File: src/rtl/a429_tx_pkg.sv
package a429_tx_pkg;
  localparam int unsigned WORD_W   = 32;
  localparam int unsigned GAP_BITS = 4;
  localparam int unsigned HALVES   = 2 * (WORD_W + GAP_BITS);

  typedef enum logic [1:0] {
    LINE_NULL = 2'b00,
    LINE_ZERO = 2'b01,
    LINE_ONE  = 2'b10
  } line_e;
endpackage

File: src/rtl/a429_half_timer.sv
module a429_half_timer #(
  parameter int unsigned HI_HALF = 250,
  parameter int unsigned LO_HALF = 2000,
  localparam int unsigned MAX_HALF = (HI_HALF > LO_HALF) ? HI_HALF : LO_HALF,
  localparam int unsigned CNT_W = $clog2(MAX_HALF + 1)
) (
  input  logic clk_i,
  input  logic rst_ni,
  input  logic start_i,
  input  logic rate_hi_i,
  input  logic run_i,
  output logic tick_o
);
  logic [CNT_W-1:0] cnt_q, len_q;

  always_ff @(posedge clk_i or negedge rst_ni) begin
    if (!rst_ni) begin
      cnt_q <= '0;
      len_q <= CNT_W'(HI_HALF);
    end else if (start_i) begin
      cnt_q <= '0;
      len_q <= rate_hi_i ? CNT_W'(HI_HALF) : CNT_W'(LO_HALF);
    end else if (run_i) begin
      cnt_q <= tick_o ? '0 : cnt_q + 1'b1;
    end
  end

  assign tick_o = run_i && (cnt_q == len_q - 1'b1);

  p_cnt_range_r5: assert property (@(posedge clk_i) disable iff (!rst_ni)
    run_i |-> (cnt_q < len_q));
  p_rate_hold_r8: assert property (@(posedge clk_i) disable iff (!rst_ni)
    (run_i && !start_i) |=> $stable(len_q));
endmodule

File: src/rtl/a429_shifter.sv
module a429_shifter #(
  parameter int unsigned WIDTH = 32
) (
  input  logic             clk_i,
  input  logic             rst_ni,
  input  logic             load_i,
  input  logic             shift_i,
  input  logic [WIDTH-1:0] word_i,
  output logic             bit_o
);
  logic [WIDTH-1:0] sh_q;

  always_ff @(posedge clk_i or negedge rst_ni) begin
    if (!rst_ni)      sh_q <= '0;
    else if (load_i)  sh_q <= word_i;
    else if (shift_i) sh_q <= {1'b0, sh_q[WIDTH-1:1]};
  end

  assign bit_o = sh_q[0];

  p_hold_r3: assert property (@(posedge clk_i) disable iff (!rst_ni)
    (!load_i && !shift_i) |=> $stable(sh_q));
endmodule

File: src/rtl/a429_seq.sv
module a429_seq
  import a429_tx_pkg::*;
#(
  localparam int unsigned HC_W = $clog2(HALVES)
) (
  input  logic clk_i,
  input  logic rst_ni,
  input  logic start_i,
  input  logic tick_i,
  output logic busy_o,
  output logic data_half_o,
  output logic shift_o
);
  logic [HC_W-1:0] hcnt_q;
  logic            busy_q;
  logic            in_data;

  always_ff @(posedge clk_i or negedge rst_ni) begin
    if (!rst_ni) begin
      busy_q <= 1'b0;
      hcnt_q <= '0;
    end else if (start_i) begin
      busy_q <= 1'b1;
      hcnt_q <= '0;
    end else if (busy_q && tick_i) begin
      if (hcnt_q == HC_W'(HALVES - 1)) begin
        busy_q <= 1'b0;
        hcnt_q <= '0;
      end else begin
        hcnt_q <= hcnt_q + 1'b1;
      end
    end
  end

  // even half-count = data half, odd = return-to-zero half
  assign in_data     = hcnt_q < HC_W'(2 * WORD_W);
  assign data_half_o = busy_q && in_data && !hcnt_q[0];
  assign shift_o     = busy_q && tick_i && in_data && hcnt_q[0];
  assign busy_o      = busy_q;

  p_start_r2: assert property (@(posedge clk_i) disable iff (!rst_ni)
    start_i |=> (busy_q && hcnt_q == '0));
  p_no_restart_r8: assert property (@(posedge clk_i) disable iff (!rst_ni)
    (busy_q && !tick_i) |=> $stable(hcnt_q));
  p_end_r7: assert property (@(posedge clk_i) disable iff (!rst_ni)
    (busy_q && tick_i && hcnt_q == HC_W'(HALVES - 1)) |=> !busy_q);
endmodule

File: src/rtl/a429_selftest_tx.sv
module a429_selftest_tx
  import a429_tx_pkg::*;
#(
  parameter int unsigned CLK_HZ = 50_000_000,
  parameter int unsigned HI_BPS = 100_000,
  parameter int unsigned LO_BPS = 12_500,
  localparam int unsigned HI_HALF = CLK_HZ / (2 * HI_BPS),
  localparam int unsigned LO_HALF = CLK_HZ / (2 * LO_BPS)
) (
  input  logic              clk_i,
  input  logic              rst_ni,
  input  logic              load_i,
  input  logic              rate_hi_i,
  input  logic [WORD_W-1:0] word_i,
  output logic [1:0]        tx_o,
  output logic [1:0]        lb_o,
  output logic              busy_o
);
  logic  start, tick, busy, data_half, shift, cur_bit;
  line_e line;

  assign start = load_i && !busy;

  a429_half_timer #(.HI_HALF(HI_HALF), .LO_HALF(LO_HALF)) u_timer (
    .clk_i, .rst_ni, .start_i(start), .rate_hi_i, .run_i(busy), .tick_o(tick)
  );

  a429_shifter #(.WIDTH(WORD_W)) u_shift (
    .clk_i, .rst_ni, .load_i(start), .shift_i(shift), .word_i, .bit_o(cur_bit)
  );

  a429_seq u_seq (
    .clk_i, .rst_ni, .start_i(start), .tick_i(tick),
    .busy_o(busy), .data_half_o(data_half), .shift_o(shift)
  );

  always_comb begin
    if (!data_half)   line = LINE_NULL;
    else if (cur_bit) line = LINE_ONE;
    else              line = LINE_ZERO;
  end

  assign tx_o   = line;
  assign lb_o   = line;
  assign busy_o = busy;

  p_no_illegal_r4: assert property (@(posedge clk_i) disable iff (!rst_ni)
    tx_o != 2'b11);
  p_idle_null_r7: assert property (@(posedge clk_i) disable iff (!rst_ni)
    !busy_o |-> (tx_o == 2'b00));
  p_rz_after_data_r5: assert property (@(posedge clk_i) disable iff (!rst_ni)
    (tx_o != 2'b00 && tick) |=> (tx_o == 2'b00));
endmodule

File: config.mk
export PLATFORM = sky130hd
export DESIGN_NAME = a429_selftest_tx
export DESIGN_NICKNAME = d
export VERILOG_FILES = /design/src/rtl/a429_tx_pkg.sv /design/src/rtl/a429_half_timer.sv /design/src/rtl/a429_shifter.sv /design/src/rtl/a429_seq.sv /design/src/rtl/a429_selftest_tx.sv
export SDC_FILE = /design/constraint.sdc
export NUM_CORES = 1
export LEC_CHECK = 0
export ABC_CLOCK_PERIOD_IN_PS = 2400
export BUFFER_PORTS_ARGS = -buffer_cell sky130_fd_sc_hd__buf_4
export CORE_MARGIN = 2
export CORE_UTILIZATION = 56
export DETAILED_ROUTE_END_ITERATION = 8
export GPL_TIMING_DRIVEN = 0
export HOLD_SLACK_MARGIN = 0.03
export PLACE_DENSITY = 0.79
export SETUP_SLACK_MARGIN = 0.02
export SYNTH_ARGS = -nofsm -noshare
export SYNTH_HDL_FRONTEND = slang
export SYNTH_SLANG_ARGS = --single-unit
export TNS_END_PERCENT = 1
File: constraint.sdc
create_clock -name clk_i -period 2.4 [get_ports clk_i]
set_input_delay 0 -clock clk_i [delete_from_list [all_inputs] [get_ports clk_i]]
set_output_delay 0 -clock clk_i [all_outputs]
set_load 0.01 [all_outputs]
==> reports/summary.txt, run 1 <==
row count: 24
leakage power total: 1.47 nW
number of buffers and inverters on the critical path: 0
Starting DRT DRC Count: 110
count of endpoints failing setup in the final report: 0
number of warnings issued by yosys: 0
per-cell via count in the routed design: 5.63
first-pass GRT wire length: 9970 µm
remaining design rule violation count: 0
gate count of the mapped netlist: 248
Mapped Area: 2600 µm²
hold worst-path end: u_shift.sh_q[0]$_DFFE_PN0P_
register area: 1330 µm²
fraction of final layout cells with drive strength greater than 1: 21.7%
setup_tns: 0 ns
via count of the routed design: 2133
Post-layout nets: 364
clock tree skew after final layout: 0.00685 ns
result of the run: completed
commonest non-fill, non-tap cell in the layout: dfrtp_1
Max-slew headroom: 56.0%
max_cap viols: 0
crit path max fanout: 5
number of buffers on the longest clock path: 2
clock tree from TritonCTS: done
WP data required: 2.63 ns
Synth Register Bits: 53
placed standard-cell area: 2970 µm²
startpoint kind of the worst setup timing path: register
cells traversed along the worst timing path: or4_4 > nand2_4 > and4_4 > mux2_1 > o22ai_1
Port-buffer cells: 40
number of iterations in the first detailed-routing pass: 4
Main synth FF type: dfrtp_1
RSZ-0062 raised after global routing: no
EDFF count, synth: 0
multi-input gate area in the final layout: 1200 µm²
Die Span X: 72.2 µm
net count of the mapped netlist: 286
type of element capturing the critical path: register
Crit Reg-Reg Startpoint: u_timer.cnt_q[8]$_DFFE_PN0P_
type of the most critical hold path: input port to register
Worst Setup Path Type: register to register
Pwr Density: 595 nW/µm²
fill cell count: 304
post-synth top area cell: dfrtp_1
async set-or-reset flop fraction in the synthesized netlist: 100%
VDD IR-drop max: 0.390 mV
clk root buf: clkbuf_8
endpoint of the lowest-slack register-to-register path: u_seq.hcnt_q[5]$_DFFE_PN0P_
maximum number of pins on one net before global-route repair: 54
final core area utilization: 76.2%
number of antenna repair diodes: 0
CTS clock-pin slew for the worst setup and hold paths: 0.09 ns
Hold Path Stages: 3
clock latency on the worst-skew pair: 0.30 ns
GR Overflow Total: 0
Final Cycle Share: 80.5%
weighted congestion at the end of routability-driven global placement: 0.782
Die ar.: 5210 µm²
maximum frequency from static timing analysis: 0.518 GHz
Area Growth Syn to Fin: 29.3%
H-tree depth: 2
final hold slack: 0.0345 ns
number of antenna violations at the first check in global routing: 0
sinks on the clock net: 53
internal reg-to-reg setup slack: 0.47 ns
core area: 4410 µm²
post-detailed-route count of antenna-violating nets: 0
PnR Total Power: 2.00 mW
final max-slew violation count: 0
CP peak stage delay: 0.56 ns
routed wire length per instance: 15.1 µm
leading cell types by total area after synthesis: dfrtp_1 (50%), mux2i_1 (12%), nand2_1 (6.1%)
starting utilization of the core area: 59.0%
Hold Startpoint: word_i[0]
drt total wl: 5710 µm
critical-path cell with the highest stage delay: or4_4
I/O pin total: 41
vias in the first global route: 2153
area fraction of the dominant cell type after synthesis: 50.0%
total routing resource utilization after global routing: 24.3%
Top Family by Delay on Critical Path: simple AND/OR/NAND/NOR gates
Die H: 72.2 µm
DP HPWL: 3640 µm
final number of hold-violating endpoints: 0
Final Critical Period: 1.93 ns
cts bufs inserted: 5
Reg2Reg Depth: 5
most frequent cells in the layout: dfrtp_1 (52), nand2_1 (42), buf_4 (42)
number of distinct library cells after synthesis: 43
data arrival time of the worst path: 2.16 ns
synthesized area divided by synthesized cell count: 10.5 µm²
part of the Yosys area used for sequential elements: 51.0%
worst-margin pin slew: 0.660 ns
Post-Layout Inst Area: 3360 µm²
kinds of logic after synthesis:
kind of cell | share of synthesized area [%]
flops | 51.0
buf+inv | 2.88
xor+xnor | 3.03
compound gates | 11.3
simple gates | 17.2
fa+ha+maj | 0.961
mux | 13.6
state kept, by name (all words and copies together) (netlist names):
signal and cells:
u_timer.len_q 2, u_seq.busy_o 1, u_shift.sh_q 32, u_timer.cnt_q 11
u_seq.hcnt_q 7
how the worst max path moves through the flow:
stage                                   to  slack [ns]  depth (start not counted)                          from
6_report       u_seq.hcnt_q[5]$_DFFE_PN0P_        0.47                          5  u_timer.cnt_q[8]$_DFFE_PN0P_
5_1_grt        u_shift.sh_q[6]$_DFFE_PN0P_        0.31                          5  u_timer.cnt_q[0]$_DFFE_PN0P_
4_1_cts        u_seq.hcnt_q[5]$_DFFE_PN0P_        0.47                          5  u_timer.cnt_q[8]$_DFFE_PN0P_
3_5_place_dp   u_seq.hcnt_q[5]$_DFFE_PN0P_        0.49                          5  u_timer.cnt_q[8]$_DFFE_PN0P_
3_3_place_gp   u_seq.hcnt_q[5]$_DFFE_PN0P_        0.53                          5  u_timer.cnt_q[8]$_DFFE_PN0P_
2_1_floorplan  u_seq.hcnt_q[5]$_DFFE_PN0P_        0.59                          5  u_timer.cnt_q[8]$_DFFE_PN0P_
cells in the mapped netlist (all sizes together) (3+ instances only):
library cell	number
nand3	7
nand4	4
xor2	6
dfrtp	52
mux2	3
o211ai	3
mux2i	32
xnor2	3
and3	4
buf	11
nor2	14
and4	3
nand2	45
o21ai	33
nor4bb	3
power breakdown:
part / internal (mW) / leakage [nW] / total, mW / switching (mW)
logic: 0.215 / 0.749 / 0.377 / 0.162
clock network: 0.202 / 0.0439 / 0.488 / 0.286
registers: 1.01 / 0.676 / 1.14 / 0.123
total: 1.43 / 1.47 / 2.00 / 0.571
what timing repair did:
item | 4_1_cts | 5_1_grt
endpoints found under the hold margin | 83 | 0
gates resized for setup | 0 | 0
setup buffers | 0 | 0
hold buffers | 31 | 0
layout make-up:
type / count / area share (%)
Sequential cell: 53 / 39.5
Multi-Input combinational cell: 180 / 35.7
Timing Repair Buffer: 71 / 18.1
Clock buffer: 5 / 2.05
Buffer: 13 / 2.01
Tap cell: 52 / 1.93
Clock inverter: 3 / 0.521
Inverter: 2 / 0.223
routing by layer:
metal	wire, µm	track usage [%]	up-vias	share of wire, %
li1	-	-	1029	-
met1	2500	31.3	1054	44
met2	2930	41.3	40	51
met3	204	5.28	10	3.6
met4	78	6.92	0	1.4
met5	0	0	-	0
worst register-to-register path: stages (launching register included):
cell	delay, ns
dfrtp_1	0.43
or4_4	0.56
nand2_4	0.11
and4_4	0.27
mux2_1	0.33
o22ai_1	0.16
through the flow:
stage | worst slack, ns | cells
global route | 0.306 | 379
CTS | 0.474 | 379
detailed placement | 0.488 | 340
floorplan | 0.585 | 248
finish | 0.469 | 379
global placement | 0.530 | 340
No activity file was read; power rests on OpenSTA's default activity.
==> inputs of run 2 (changes only) <==
ABC_CLOCK_PERIOD_IN_PS = 1800   (was 2400)
clock period = 1.8 ns   (was 2.4 ns; I/O delays follow)
==> run 2 against run 1 <==
Against the previous run:
- the run now ends with setup timing left
- sequential share of layout area decreased by 1.5 points
- final area increased by 4.0%
- clock power increased by 37%
- via count increased by 2.3%
- non-clock buffer count increased by 10
- worst setup slack got worse by 0.48 ns
- clock skew decreased by 0.0023 ns
- core utilization increased by 3.1 points
- first-iteration DRC count increased by 29%
- critical path type unchanged
==> reports/summary.txt, run 2 (same netlist as run 1, synthesis figures left out) <==
max FFs per register: 32
critical-path cell with the highest stage delay: or4_4
Post-layout nets: 374
sinks on the clock net: 53
fraction of final layout cells with drive strength greater than 1: 24.6%
Final Critical Period: 1.81 ns
leakage power total: 1.52 nW
startpoint kind of the worst setup timing path: register
remaining design rule violation count: 0
number of antenna repair diodes: 0
Die Span X: 72.2 µm
Levels on crit path: 5
WP data required: 2.04 ns
Pwr Density: 778 nW/µm²
timing startpoint of the critical path: u_timer.cnt_q[9]$_DFFE_PN0P_
number of buffers and inverters on the critical path: 0
weighted congestion at the end of routability-driven global placement: 0.789
row count: 24
I/O pin total: 41
post-route insts no fill: 389
count of endpoints failing setup in the final report: 1
Die ar.: 5210 µm²
biggest regs: u_shift.sh_q (32), u_timer.cnt_q (11), u_seq.hcnt_q (7)
clock tree skew after final layout: 0.00453 ns
register with the highest flop count: u_shift.sh_q
Port-buffer cells: 40
Final Cycle Share: 101%
count of placed standard cells including taps: 340
clock tree from TritonCTS: done
H-tree depth: 2
violated checks: setup timing
final max-slew violation count: 0
number of iterations in the first detailed-routing pass: 4
clock latency on the worst-skew pair: 0.31 ns
fill cell count: 280
CP peak stage delay: 0.54 ns
Area Growth Syn to Fin: 34.5%
cts bufs inserted: 5
Max-slew headroom: 55.1%
Post-Layout Inst Area: 3500 µm²
RSZ-0062 raised after global routing: yes
Reg2Reg Depth: 5
starting utilization of the core area: 59.0%
Starting DRT DRC Count: 142
Crit Reg-Reg Startpoint: u_timer.cnt_q[9]$_DFFE_PN0P_
result of the run: complete, but fails checks
max_cap viols: 0
total routing resource utilization after global routing: 24.2%
Worst Setup Path Type: register to register
final worst-path setup slack: -0.0114 ns
post-detailed-route count of antenna-violating nets: 0
Top Family by Delay on Critical Path: simple AND/OR/NAND/NOR gates
data arrival time of the worst path: 2.05 ns
first-pass GRT wire length: 9850 µm
final hold slack: 0.259 ns
routed wire length per instance: 14.9 µm
type of the most critical hold path: input port to asynchronous set/reset pin
VDD IR-drop max: 0.561 mV
drt total wl: 5810 µm
DP HPWL: 3690 µm
CTS clock-pin slew for the worst setup and hold paths: 0.09 ns
per-cell via count in the routed design: 5.61
clk root buf: clkbuf_8
Die H: 72.2 µm
placed standard-cell area: 2970 µm²
via count of the routed design: 2182
number of antenna violations at the first check in global routing: 0
maximum frequency from static timing analysis: 0.552 GHz
number of buffers on the longest clock path: 2
worst-margin pin slew: 0.673 ns
core area: 4410 µm²
crit path max fanout: 4
type of element capturing the critical path: register
final number of hold-violating endpoints: 0
cells traversed along the worst timing path: or4_4 > nand2_4 > and4_4 > mux2_4 > o22ai_2
pre-CTS setup slack: -0.0582 ns
maximum number of pins on one net before global-route repair: 54
GR Overflow Total: 0
vias in the first global route: 2144
most frequent cells in the layout: buf_4 (51), dfrtp_1 (51), nand2_1 (42)
run 2: cell count changes in the layout (fill, tap and decap cells not counted), moves of 2 or more:
cell and delta:
buf_4 +9, dlygate4sd3_1 +4, buf_2 -2, mux2_4 +2, nor4bb_1 -2, nor4bb_2 +2
run 2: layout make-up:
| type | count | area (µm²) | share of cell area (%) |
|---|---|---|---|
| multi-input cells | 180 | 1240 | 35.4 |
| clock buffers | 6 | 72.6 | 2.07 |
| well taps | 52 | 65.1 | 1.86 |
| flip-flops and latches | 53 | 1330 | 38.0 |
| clock inverters | 2 | 10.0 | 0.286 |
| inverters | 2 | 7.51 | 0.215 |
| plain buffers | 13 | 80.1 | 2.29 |
| repair buffers | 81 | 696 | 19.9 |
run 2: what timing repair did:
action | CTS | global route
pin swaps | 0 | 4
setup endpoints to repair | 32 | 49
setup buffers | 2 | 4
resized for setup | 3 | 16
hold buffers | 34 | 1
hold endpoints to repair | 86 | 1
run 2: metrics by stage:
step	power, mW	setup TNS (ns)	utilization [%]
final	2.72	-0.0114	79.3
after detailed placement	1.98	-0.341	67.2
after global placement	1.95	-0.0705	67.2
after global routing	2.87	-1.25	79.3
after CTS	2.70	-0.0747	77.3
after floorplan	1.80	0	-
run 2: path summary, 6_finish.rpt:
| check | endpoint | slack [ns] |
|---|---|---|
| hold reg to reg | u_shift.sh_q[10]$_DFFE_PN0P_ | 0.49 |
| max in group asynchronous | u_timer.cnt_q[5]$_DFFE_PN0P_ | 1.08 |
| min in group clk_i | u_shift.sh_q[31]$_DFFE_PN0P_ | 0.47 |
| setup reg to reg | u_seq.hcnt_q[5]$_DFFE_PN0P_ | -0.01 |
| hold / removal | u_seq.hcnt_q[0]$_DFFE_PN0P_ | 0.26 |
| setup / recovery | u_seq.hcnt_q[5]$_DFFE_PN0P_ | -0.01 |
run 2: metal layers:
layer / global-route usage (%) / part of all wire [%] / routed length (µm) / vias to the layer above
met5: 0 / 0 / 0 / -
met2: 40.2 / 52 / 3000 / 53
li1: - / - / - / 1049
met3: 6.11 / 3.8 / 222 / 7
met1: 31.7 / 44 / 2530 / 1073
met4: 6.50 / 1.0 / 58 / 0
run 2: power breakdown:
group | internal (mW) | leakage, nW | total (mW) | switching [mW]
Sequential | 1.35 | 0.675 | 1.52 | 0.166
Combinational | 0.313 | 0.801 | 0.534 | 0.221
Clock | 0.271 | 0.0450 | 0.669 | 0.398
